## config.mk

```make
export PLATFORM = sky130hd
export DESIGN_NAME = ata_regfile_ctrl
export DESIGN_NICKNAME = d
export VERILOG_FILES = /design/src/rtl/ata_regs_pkg.sv /design/src/rtl/ata_ident_image.sv /design/src/rtl/ata_taskfile.sv /design/src/rtl/ata_cmd_seq.sv /design/src/rtl/ata_regfile_ctrl.sv
export SDC_FILE = /design/constraint.sdc
export NUM_CORES = 1
export LEC_CHECK = 0
export BUFFER_PORTS_ARGS = -buffer_cell sky130_fd_sc_hd__buf_2
export CORE_AREA = 2 2 110 112
export CTS_BUF_LIST = sky130_fd_sc_hd__clkbuf_16
export CTS_CLUSTER_DIAMETER = 30
export DETAILED_ROUTE_END_ITERATION = 8
export DIE_AREA = 0 0 112 114
export PLACE_DENSITY = 0.65
export SETUP_SLACK_MARGIN = 0.5
export SYNTH_ARGS = -nofsm -noshare
export SYNTH_HDL_FRONTEND = slang
export SYNTH_HIERARCHICAL = 1
export SYNTH_SLANG_ARGS = --single-unit
```

## constraint.sdc

```tcl
create_clock -name clk -period 4 [get_ports clk]
set_input_delay 0.2 -clock clk [delete_from_list [all_inputs] [get_ports clk]]
set_output_delay 0.2 -clock clk [all_outputs]
set_load 0.03 [all_outputs]
```

## src/rtl/ata_regs_pkg.sv

```systemverilog
package ata_regs_pkg;

  localparam logic [2:0] OFS_DATA    = 3'd0;
  localparam logic [2:0] OFS_SPARE   = 3'd1;
  localparam logic [2:0] OFS_COUNT   = 3'd2;
  localparam logic [2:0] OFS_ADDR0   = 3'd3;
  localparam logic [2:0] OFS_ADDR1   = 3'd4;
  localparam logic [2:0] OFS_ADDR2   = 3'd5;
  localparam logic [2:0] OFS_DEVSEL  = 3'd6;
  localparam logic [2:0] OFS_STATCMD = 3'd7;

  localparam int STB_BUSY  = 7;
  localparam int STB_READY = 6;
  localparam int STB_FAULT = 5;
  localparam int STB_XFER  = 3;
  localparam int STB_FAIL  = 0;

  localparam int DEVSEL_UNIT_BIT = 4;

  localparam logic [7:0] OP_IDENT   = 8'hEC;
  localparam logic [7:0] OP_FLUSH   = 8'hE7;
  localparam logic [7:0] OP_DMA_IN  = 8'hC8;
  localparam logic [7:0] OP_DMA_OUT = 8'hCA;

  typedef enum logic [1:0] {PH_IDLE, PH_PIO, PH_FLUSH, PH_DMA} phase_e;
  typedef enum logic [2:0] {K_IDENT, K_FLUSH, K_DMA_IN, K_DMA_OUT, K_BAD} cmd_kind_e;

  function automatic cmd_kind_e classify(input logic [7:0] op);
    case (op)
      OP_IDENT:   return K_IDENT;
      OP_FLUSH:   return K_FLUSH;
      OP_DMA_IN:  return K_DMA_IN;
      OP_DMA_OUT: return K_DMA_OUT;
      default:    return K_BAD;
    endcase
  endfunction

endpackage

```

## src/rtl/ata_ident_image.sv

```systemverilog
module ata_ident_image #(
  parameter int          WORDS         = 256,
  parameter int          SERIAL_CHARS  = 20,
  parameter int          VERSION_CHARS = 8,
  parameter logic [8*SERIAL_CHARS-1:0]  SERIAL_STR  = {SERIAL_CHARS{8'h20}},
  parameter logic [8*VERSION_CHARS-1:0] VERSION_STR = {VERSION_CHARS{8'h20}},
  parameter logic [31:0] CAP_SECTORS   = 32'd131072,
  localparam int         IDX_W         = $clog2(WORDS)
) (
  input  logic [IDX_W-1:0] idx,
  output logic [15:0]      word
);
  localparam int SER_W0   = 10;
  localparam int SER_WN   = SERIAL_CHARS / 2;
  localparam int VER_W0   = 23;
  localparam int VER_WN   = VERSION_CHARS / 2;
  localparam int CAP_LO_W = 60;
  localparam int CAP_HI_W = 61;
  localparam int FEAT_W   = 85;
  localparam int TYPE_W   = 0;

  int n;
  int k;

  always_comb begin
    n    = int'(idx);
    k    = 0;
    word = 16'h0000;
    if (n == TYPE_W) begin
      word = 16'h0040;
    end else if (n >= SER_W0 && n < SER_W0 + SER_WN) begin
      k    = n - SER_W0;
      word = {SERIAL_STR[8*(SERIAL_CHARS-1-2*k) +: 8],
              SERIAL_STR[8*(SERIAL_CHARS-2-2*k) +: 8]};
    end else if (n >= VER_W0 && n < VER_W0 + VER_WN) begin
      k    = n - VER_W0;
      word = {VERSION_STR[8*(VERSION_CHARS-1-2*k) +: 8],
              VERSION_STR[8*(VERSION_CHARS-2-2*k) +: 8]};
    end else if (n == CAP_LO_W) begin
      word = CAP_SECTORS[15:0];
    end else if (n == CAP_HI_W) begin
      word = CAP_SECTORS[31:16];
    end else if (n == FEAT_W) begin
      word = 16'h0020;
    end
  end

endmodule

```

## src/rtl/ata_taskfile.sv

```systemverilog
module ata_taskfile
  import ata_regs_pkg::*;
#(
  parameter int  COUNT_W = 8,
  parameter int  ADDR_BYTES = 3,
  localparam int LBA_W = 8 * ADDR_BYTES
) (
  input  logic               clk,
  input  logic               rst_n,
  input  logic               wr_en,
  input  logic [2:0]         addr,
  input  logic [7:0]         wdata,
  input  logic [7:0]         status,
  input  logic [15:0]        ident_word,
  output logic [COUNT_W-1:0] count,
  output logic [LBA_W-1:0]   lba,
  output logic [7:0]         devsel,
  output logic [15:0]        rdata
);
  logic [7:0] addr_byte [ADDR_BYTES];

  always_ff @(posedge clk) begin
    if (!rst_n) begin
      count  <= '0;
      devsel <= '0;
    end else if (wr_en) begin
      if (addr == OFS_COUNT)  count  <= wdata[COUNT_W-1:0];
      if (addr == OFS_DEVSEL) devsel <= wdata;
    end
  end

  for (genvar b = 0; b < ADDR_BYTES; b++) begin : g_addr
    always_ff @(posedge clk) begin
      if (!rst_n)
        addr_byte[b] <= '0;
      else if (wr_en && addr == OFS_ADDR0 + 3'(b))
        addr_byte[b] <= wdata;
    end
    assign lba[8*b +: 8] = addr_byte[b];
  end

  always_comb begin
    rdata = 16'h0000;
    case (addr)
      OFS_DATA:    rdata = status[STB_XFER] ? ident_word : 16'h0000;
      OFS_COUNT:   rdata = 16'(count);
      OFS_ADDR0:   rdata = {8'h00, addr_byte[0]};
      OFS_ADDR1:   rdata = {8'h00, addr_byte[1]};
      OFS_ADDR2:   rdata = {8'h00, addr_byte[2]};
      OFS_DEVSEL:  rdata = {8'h00, devsel};
      OFS_STATCMD: rdata = {8'h00, status};
      default:     rdata = 16'h0000;
    endcase
  end

endmodule

```

## src/rtl/ata_cmd_seq.sv

```systemverilog
module ata_cmd_seq
  import ata_regs_pkg::*;
#(
  parameter int  WORDS        = 256,
  parameter int  COUNT_W      = 8,
  parameter int  LBA_W        = 24,
  parameter int  SECTOR_BYTES = 512,
  localparam int IDX_W        = $clog2(WORDS),
  localparam int MAX_SECT     = 1 << COUNT_W,
  localparam int SECT_W       = $clog2(MAX_SECT + 1),
  localparam int BYTES_W      = $clog2(MAX_SECT * SECTOR_BYTES + 1)
) (
  input  logic               clk,
  input  logic               rst_n,
  input  logic               cmd_wr,
  input  logic [7:0]         cmd_op,
  input  logic               unit1_sel,
  input  logic               data_rd,
  input  logic               stat_rd,
  input  logic [COUNT_W-1:0] count,
  input  logic [LBA_W-1:0]   lba,
  input  logic               flush_done,
  input  logic               dma_done,
  output logic [7:0]         status,
  output logic [IDX_W-1:0]   word_idx,
  output logic               irq,
  output logic               flush_req,
  output logic               dma_start,
  output logic               dma_to_host,
  output logic [LBA_W-1:0]   dma_lba,
  output logic [BYTES_W-1:0] dma_bytes
);
  phase_e       phase;
  logic         err_q;
  cmd_kind_e    kind;
  logic         accept;
  logic         irq_set;
  logic [SECT_W-1:0]  sectors;
  logic [BYTES_W-1:0] req_bytes;

  assign kind    = classify(cmd_op);
  assign accept  = cmd_wr && (phase == PH_IDLE) && !unit1_sel;
  assign sectors = (count == '0) ? SECT_W'(MAX_SECT) : SECT_W'(count);
  assign req_bytes = BYTES_W'(sectors) * BYTES_W'(SECTOR_BYTES);

  always_comb begin
    irq_set = 1'b0;
    if (accept && (kind == K_IDENT || kind == K_BAD)) irq_set = 1'b1;
    if (phase == PH_FLUSH && flush_done)              irq_set = 1'b1;
    if (phase == PH_DMA && dma_done)                  irq_set = 1'b1;
  end

  always_ff @(posedge clk) begin
    if (!rst_n) begin
      phase       <= PH_IDLE;
      err_q       <= 1'b0;
      word_idx    <= '0;
      irq         <= 1'b0;
      dma_start   <= 1'b0;
      dma_to_host <= 1'b0;
      dma_lba     <= '0;
      dma_bytes   <= '0;
    end else begin
      dma_start <= 1'b0;
      if (irq_set)      irq <= 1'b1;
      else if (stat_rd) irq <= 1'b0;
      case (phase)
        PH_IDLE: if (accept) begin
          err_q <= (kind == K_BAD);
          case (kind)
            K_IDENT: begin
              phase    <= PH_PIO;
              word_idx <= '0;
            end
            K_FLUSH: phase <= PH_FLUSH;
            K_DMA_IN, K_DMA_OUT: begin
              phase       <= PH_DMA;
              dma_start   <= 1'b1;
              dma_to_host <= (kind == K_DMA_IN);
              dma_lba     <= lba;
              dma_bytes   <= req_bytes;
            end
            default: phase <= PH_IDLE;
          endcase
        end
        PH_PIO: if (data_rd) begin
          if (word_idx == IDX_W'(WORDS - 1)) begin
            phase    <= PH_IDLE;
            word_idx <= '0;
          end else begin
            word_idx <= word_idx + 1'b1;
          end
        end
        PH_FLUSH: if (flush_done) phase <= PH_IDLE;
        PH_DMA:   if (dma_done)   phase <= PH_IDLE;
        default:  phase <= PH_IDLE;
      endcase
    end
  end

  always_comb begin
    status            = 8'h00;
    status[STB_BUSY]  = (phase == PH_FLUSH) || (phase == PH_DMA);
    status[STB_READY] = 1'b1;
    status[STB_FAULT] = 1'b0;
    status[STB_XFER]  = (phase == PH_PIO);
    status[STB_FAIL]  = err_q;
  end

  assign flush_req = (phase == PH_FLUSH);

endmodule

```

## src/rtl/ata_regfile_ctrl.sv

```systemverilog
module ata_regfile_ctrl
  import ata_regs_pkg::*;
#(
  parameter int          IDENT_WORDS   = 256,
  parameter int          SECTOR_BYTES  = 512,
  parameter int          SERIAL_CHARS  = 20,
  parameter int          VERSION_CHARS = 8,
  parameter logic [8*SERIAL_CHARS-1:0]  SERIAL_STR  = "BLK-SERIAL-00000001 ",
  parameter logic [8*VERSION_CHARS-1:0] VERSION_STR = "fw-0.1  ",
  parameter logic [31:0] CAP_SECTORS   = 32'd131072,
  localparam int         COUNT_W       = 8,
  localparam int         LBA_W         = 24,
  localparam int         BYTES_W       = $clog2((1 << COUNT_W) * SECTOR_BYTES + 1)
) (
  input  logic               clk,
  input  logic               rst_n,
  input  logic               host_wr,
  input  logic               host_rd,
  input  logic [2:0]         host_addr,
  input  logic [7:0]         host_wdata,
  output logic [15:0]        host_rdata,
  output logic               irq,
  output logic               flush_req,
  input  logic               flush_done,
  output logic               dma_start,
  output logic               dma_to_host,
  output logic [LBA_W-1:0]   dma_lba,
  output logic [BYTES_W-1:0] dma_bytes,
  input  logic               dma_done
);
  localparam int IDX_W = $clog2(IDENT_WORDS);

  logic [7:0]         stat_byte;
  logic [15:0]        ident_word;
  logic [IDX_W-1:0]   word_idx;
  logic [COUNT_W-1:0] tf_count;
  logic [LBA_W-1:0]   tf_lba;
  logic [7:0]         tf_devsel;

  ata_taskfile #(
    .COUNT_W    (COUNT_W),
    .ADDR_BYTES (LBA_W / 8)
  ) u_tf (
    .clk        (clk),
    .rst_n      (rst_n),
    .wr_en      (host_wr),
    .addr       (host_addr),
    .wdata      (host_wdata),
    .status     (stat_byte),
    .ident_word (ident_word),
    .count      (tf_count),
    .lba        (tf_lba),
    .devsel     (tf_devsel),
    .rdata      (host_rdata)
  );

  ata_ident_image #(
    .WORDS         (IDENT_WORDS),
    .SERIAL_CHARS  (SERIAL_CHARS),
    .VERSION_CHARS (VERSION_CHARS),
    .SERIAL_STR    (SERIAL_STR),
    .VERSION_STR   (VERSION_STR),
    .CAP_SECTORS   (CAP_SECTORS)
  ) u_img (
    .idx  (word_idx),
    .word (ident_word)
  );

  ata_cmd_seq #(
    .WORDS        (IDENT_WORDS),
    .COUNT_W      (COUNT_W),
    .LBA_W        (LBA_W),
    .SECTOR_BYTES (SECTOR_BYTES)
  ) u_seq (
    .clk         (clk),
    .rst_n       (rst_n),
    .cmd_wr      (host_wr && host_addr == OFS_STATCMD),
    .cmd_op      (host_wdata),
    .unit1_sel   (tf_devsel[DEVSEL_UNIT_BIT]),
    .data_rd     (host_rd && host_addr == OFS_DATA),
    .stat_rd     (host_rd && host_addr == OFS_STATCMD),
    .count       (tf_count),
    .lba         (tf_lba),
    .flush_done  (flush_done),
    .dma_done    (dma_done),
    .status      (stat_byte),
    .word_idx    (word_idx),
    .irq         (irq),
    .flush_req   (flush_req),
    .dma_start   (dma_start),
    .dma_to_host (dma_to_host),
    .dma_lba     (dma_lba),
    .dma_bytes   (dma_bytes)
  );

endmodule

```

==> results.toml <==
[status]
status = "completed"

[drt]
dr_wl_met3_um = 691
drt_iter0_drc = 448
wl_met1_um = 6242
drt_wl_total_um = 13490
highest_layer = "met4"
antenna_left = 0
drc = 0
vias = 4380
wl_met2_um = 6264
wire_per_inst_um = 17.50
dr.pass1.iters = 5
post_drt_via_cell_ratio = 5.681

[clock_network]
htree_levels = 3
cts_sinks = 87
clk_pin_slew_ns = 0.07
holdBufCountCts = 0
cts_tree = "done"
clock_path_buffers = 2
root_buffer = "clkbuf_16"
cts_made_buffers = 9
clk_latency_ns = 0.34

[synthesis]
ys_ff_latch = 87
async_flop_share = 0
synth_commonest_cells = "81 x nand2_1, 63 x dfxtp_1, 48 x nand3_1"
synthSimpleGateAreaFrac = 0.2632
synth_largest_area_cell = "dfxtp_1"
synth-xor-area-share = 0.01482
synth_top_flop_cell = "dfxtp_1"
syn_inst = 573
synth_fa_ha_area_frac = 0.01944
muxShareOfSynthArea = 0.07120
seq_area_frac_synth = 0.3849
synthTopCellsByArea = "dfxtp_1 24%, edfxtp_1 14%, nand2_1 5.9%"
syn_area_mm2 = 0.005149
yosysTopAreaCellShare = 0.2450
synth_compound_area_frac = 0.1577
synth_top_family_by_area = "simple AND/OR/NAND/NOR gates"
ys_warn_count = 6
postSynthAreaPerCell_um2 = 8.985
synth_edf_count = 24
synth.most_common_cell = "nand2_1"
synth_cell_type_count = 83

[final_layout]
drive_gt1_frac = 0.2147
final_util = 0.4870
nNetsFinal = 644
diodes = 0
syn2layout_area_growth_pct = 10.77
postLayoutCellArea_mm2 = 0.005703

[pwr]
power.total_w = 0.001935
powerDensity_mw_per_mm2 = 339.2
leakage_nw = 2.203
irDropWorstVdd_mv = 0.2614

[place]
gp_congestion = 0.8720
io_buffers = 68
placed_area_mm2 = 0.005378
hpwl_um = 9655
dp_slack_ns = 0.7216

[die]
start_util = 0.4396
std_cell_rows = 40
dieArea_mm2 = 0.01277
coreArea_mm2 = 0.01171
die_h_um = 114
die_x_um = 112
ios = 79

[sta]
fin_skew_ns = 0.01147
min_period_ns = 3.315
rsz0062_at_grt = "no"
slew_viol_final = 0
setup_ws_ns = 0.6849
clock.fmax_mhz = 301.6
fin_setup_tns_ns = 0
finalHoldViolCount = 0
min_period_over_period = 0.8288
finalSetupViolCount = 0
worst_slew_pin_slew_ns = 1.171
max-slew-margin-rel = 0.2110

[global_route]
grt_pass1_wl_um = 21430
grt_pass1_vias = 4006
overflow = 0
grt.total_usage = 0.2108
grt_max_degree = 57
antenna_found_initial = 0

[setup_path]
crit_required_ns = 3.80
cp-start-kind = "flop"
criticalPathCategory = "flop to output pin"
end_kind = "output pin"
critPathMaxFanout = 19
worst_ep_arrival_time_ns = 3.12
r2r_slack_ns = 1.88

[job]
maxCapViolCount = 0

[worst_hold_path]
hold_class = "input port to flop"
[sequential cells by signal, summed over array words and instances, names as in the netlist]
| name | cells |
|---|---|
| u_seq/dma_lba | 24 |
| u_seq/dma_to_host | 1 |
| u_tf/addr_byte | 24 |
| u_seq/phase | 2 |
| u_seq/dma_bytes | 9 |
| u_tf/count | 8 |
| u_seq/word_idx | 8 |
| u_seq/irq | 1 |
| u_seq/dma_start | 1 |
| u_seq/err_q | 1 |
| u_tf/devsel | 8 |
[metal layers]
| metal | vias to the layer above | global-route usage |
|---|---|---|
| li1 | 2115 | - |
| met5 | - | 0 |
| met4 | 0 | 0.06585 |
| met1 | 2104 | 0.2932 |
| met3 | 20 | 0.04251 |
| met2 | 141 | 0.3333 |
[worst max-delay path, cell delays in order (launching register included)]
cell and delay (ns):
dfxtp_1 0.71, o21a_1 0.21, o32ai_1 0.07, a21oi_1 0.23
xnor2_2 0.14, buf_4 0.20, nand2_1 0.09, nor3_1 0.19
or4b_1 0.46, a21boi_1 0.16, a221o_1 0.13, clkbuf_4 0.18
[cells in the final DEF (no fill, tap or decap), drive strengths merged, types with 5 or more instances in the layout]
cell type / count
a21oi: 28
a22oi: 8
and2: 34
buf: 76
clkbuf: 10
conb: 16
dfxtp: 63
edfxtp: 24
ha: 8
inv: 11
mux2: 9
mux2i: 10
mux4: 7
nand2: 81
nand2b: 5
nand3: 48
nand4: 9
nor2: 30
nor2b: 5
nor3: 5
o211ai: 5
o21ai: 51
o311ai: 5
xnor2: 5
[through the flow]
stage | hold slack (ns) | instances
floorplan | 0.2914 | 586
global placement | 0.4379 | 754
detailed placement | 0.4411 | 754
CTS | 0.1742 | 771
global route | 0.2117 | 771
finish | 0.1799 | 771
[power breakdown]
group	switching (W)	internal [W]	total, W
logic	0.000103	0.0000464	0.000149
clock network	0.000355	0.000486	0.000842
registers	0.0000176	0.000926	0.000943
[path summary, 6_finish.rpt]
kind	cells after the start	endpoint	start
worst max-delay path	11	host_rdata[3]	u_seq/word_idx[4]
worst min-delay path	3	u_tf/devsel[0]	host_wdata[0]
worst max register to register	5	u_seq/dma_bytes[16]	u_seq/phase[1]
worst min register to register	2	u_seq/dma_lba[20]	u_seq/dma_lba[20]
[repair_timing]
| item | in CTS | in global routing |
|---|---|---|
| pin swaps | 1 | 0 |
| buffers inserted | 1 | 0 |
| resized for setup | 1 | 7 |
| setup endpoints to repair | 1 | 1 |
[kinds of logic after synthesis]
| group | count (synthesis) |
|---|---|
| XOR/XNOR | 7 |
| AO/OA/AOI/OAI | 124 |
| adder cells (fa/ha/maj) | 8 |
| buffers and inverters | 64 |
| flip-flops | 87 |
| other | 3 |
| multiplexers | 26 |
| AND/OR/NAND/NOR | 254 |
[final cells by class]
cell class | count | area, um2
Multi-Input combinational cell | 435 | 2790
Sequential cell | 87 | 1984
Inverter | 9 | 33.78
Tap cell | 147 | 183.9
Clock inverter | 7 | 71.32
Fill cell | 1144 | 6008
Timing Repair Buffer | 77 | 414.1
Clock buffer | 9 | 225.2
Power figures use the tool's default switching activity.
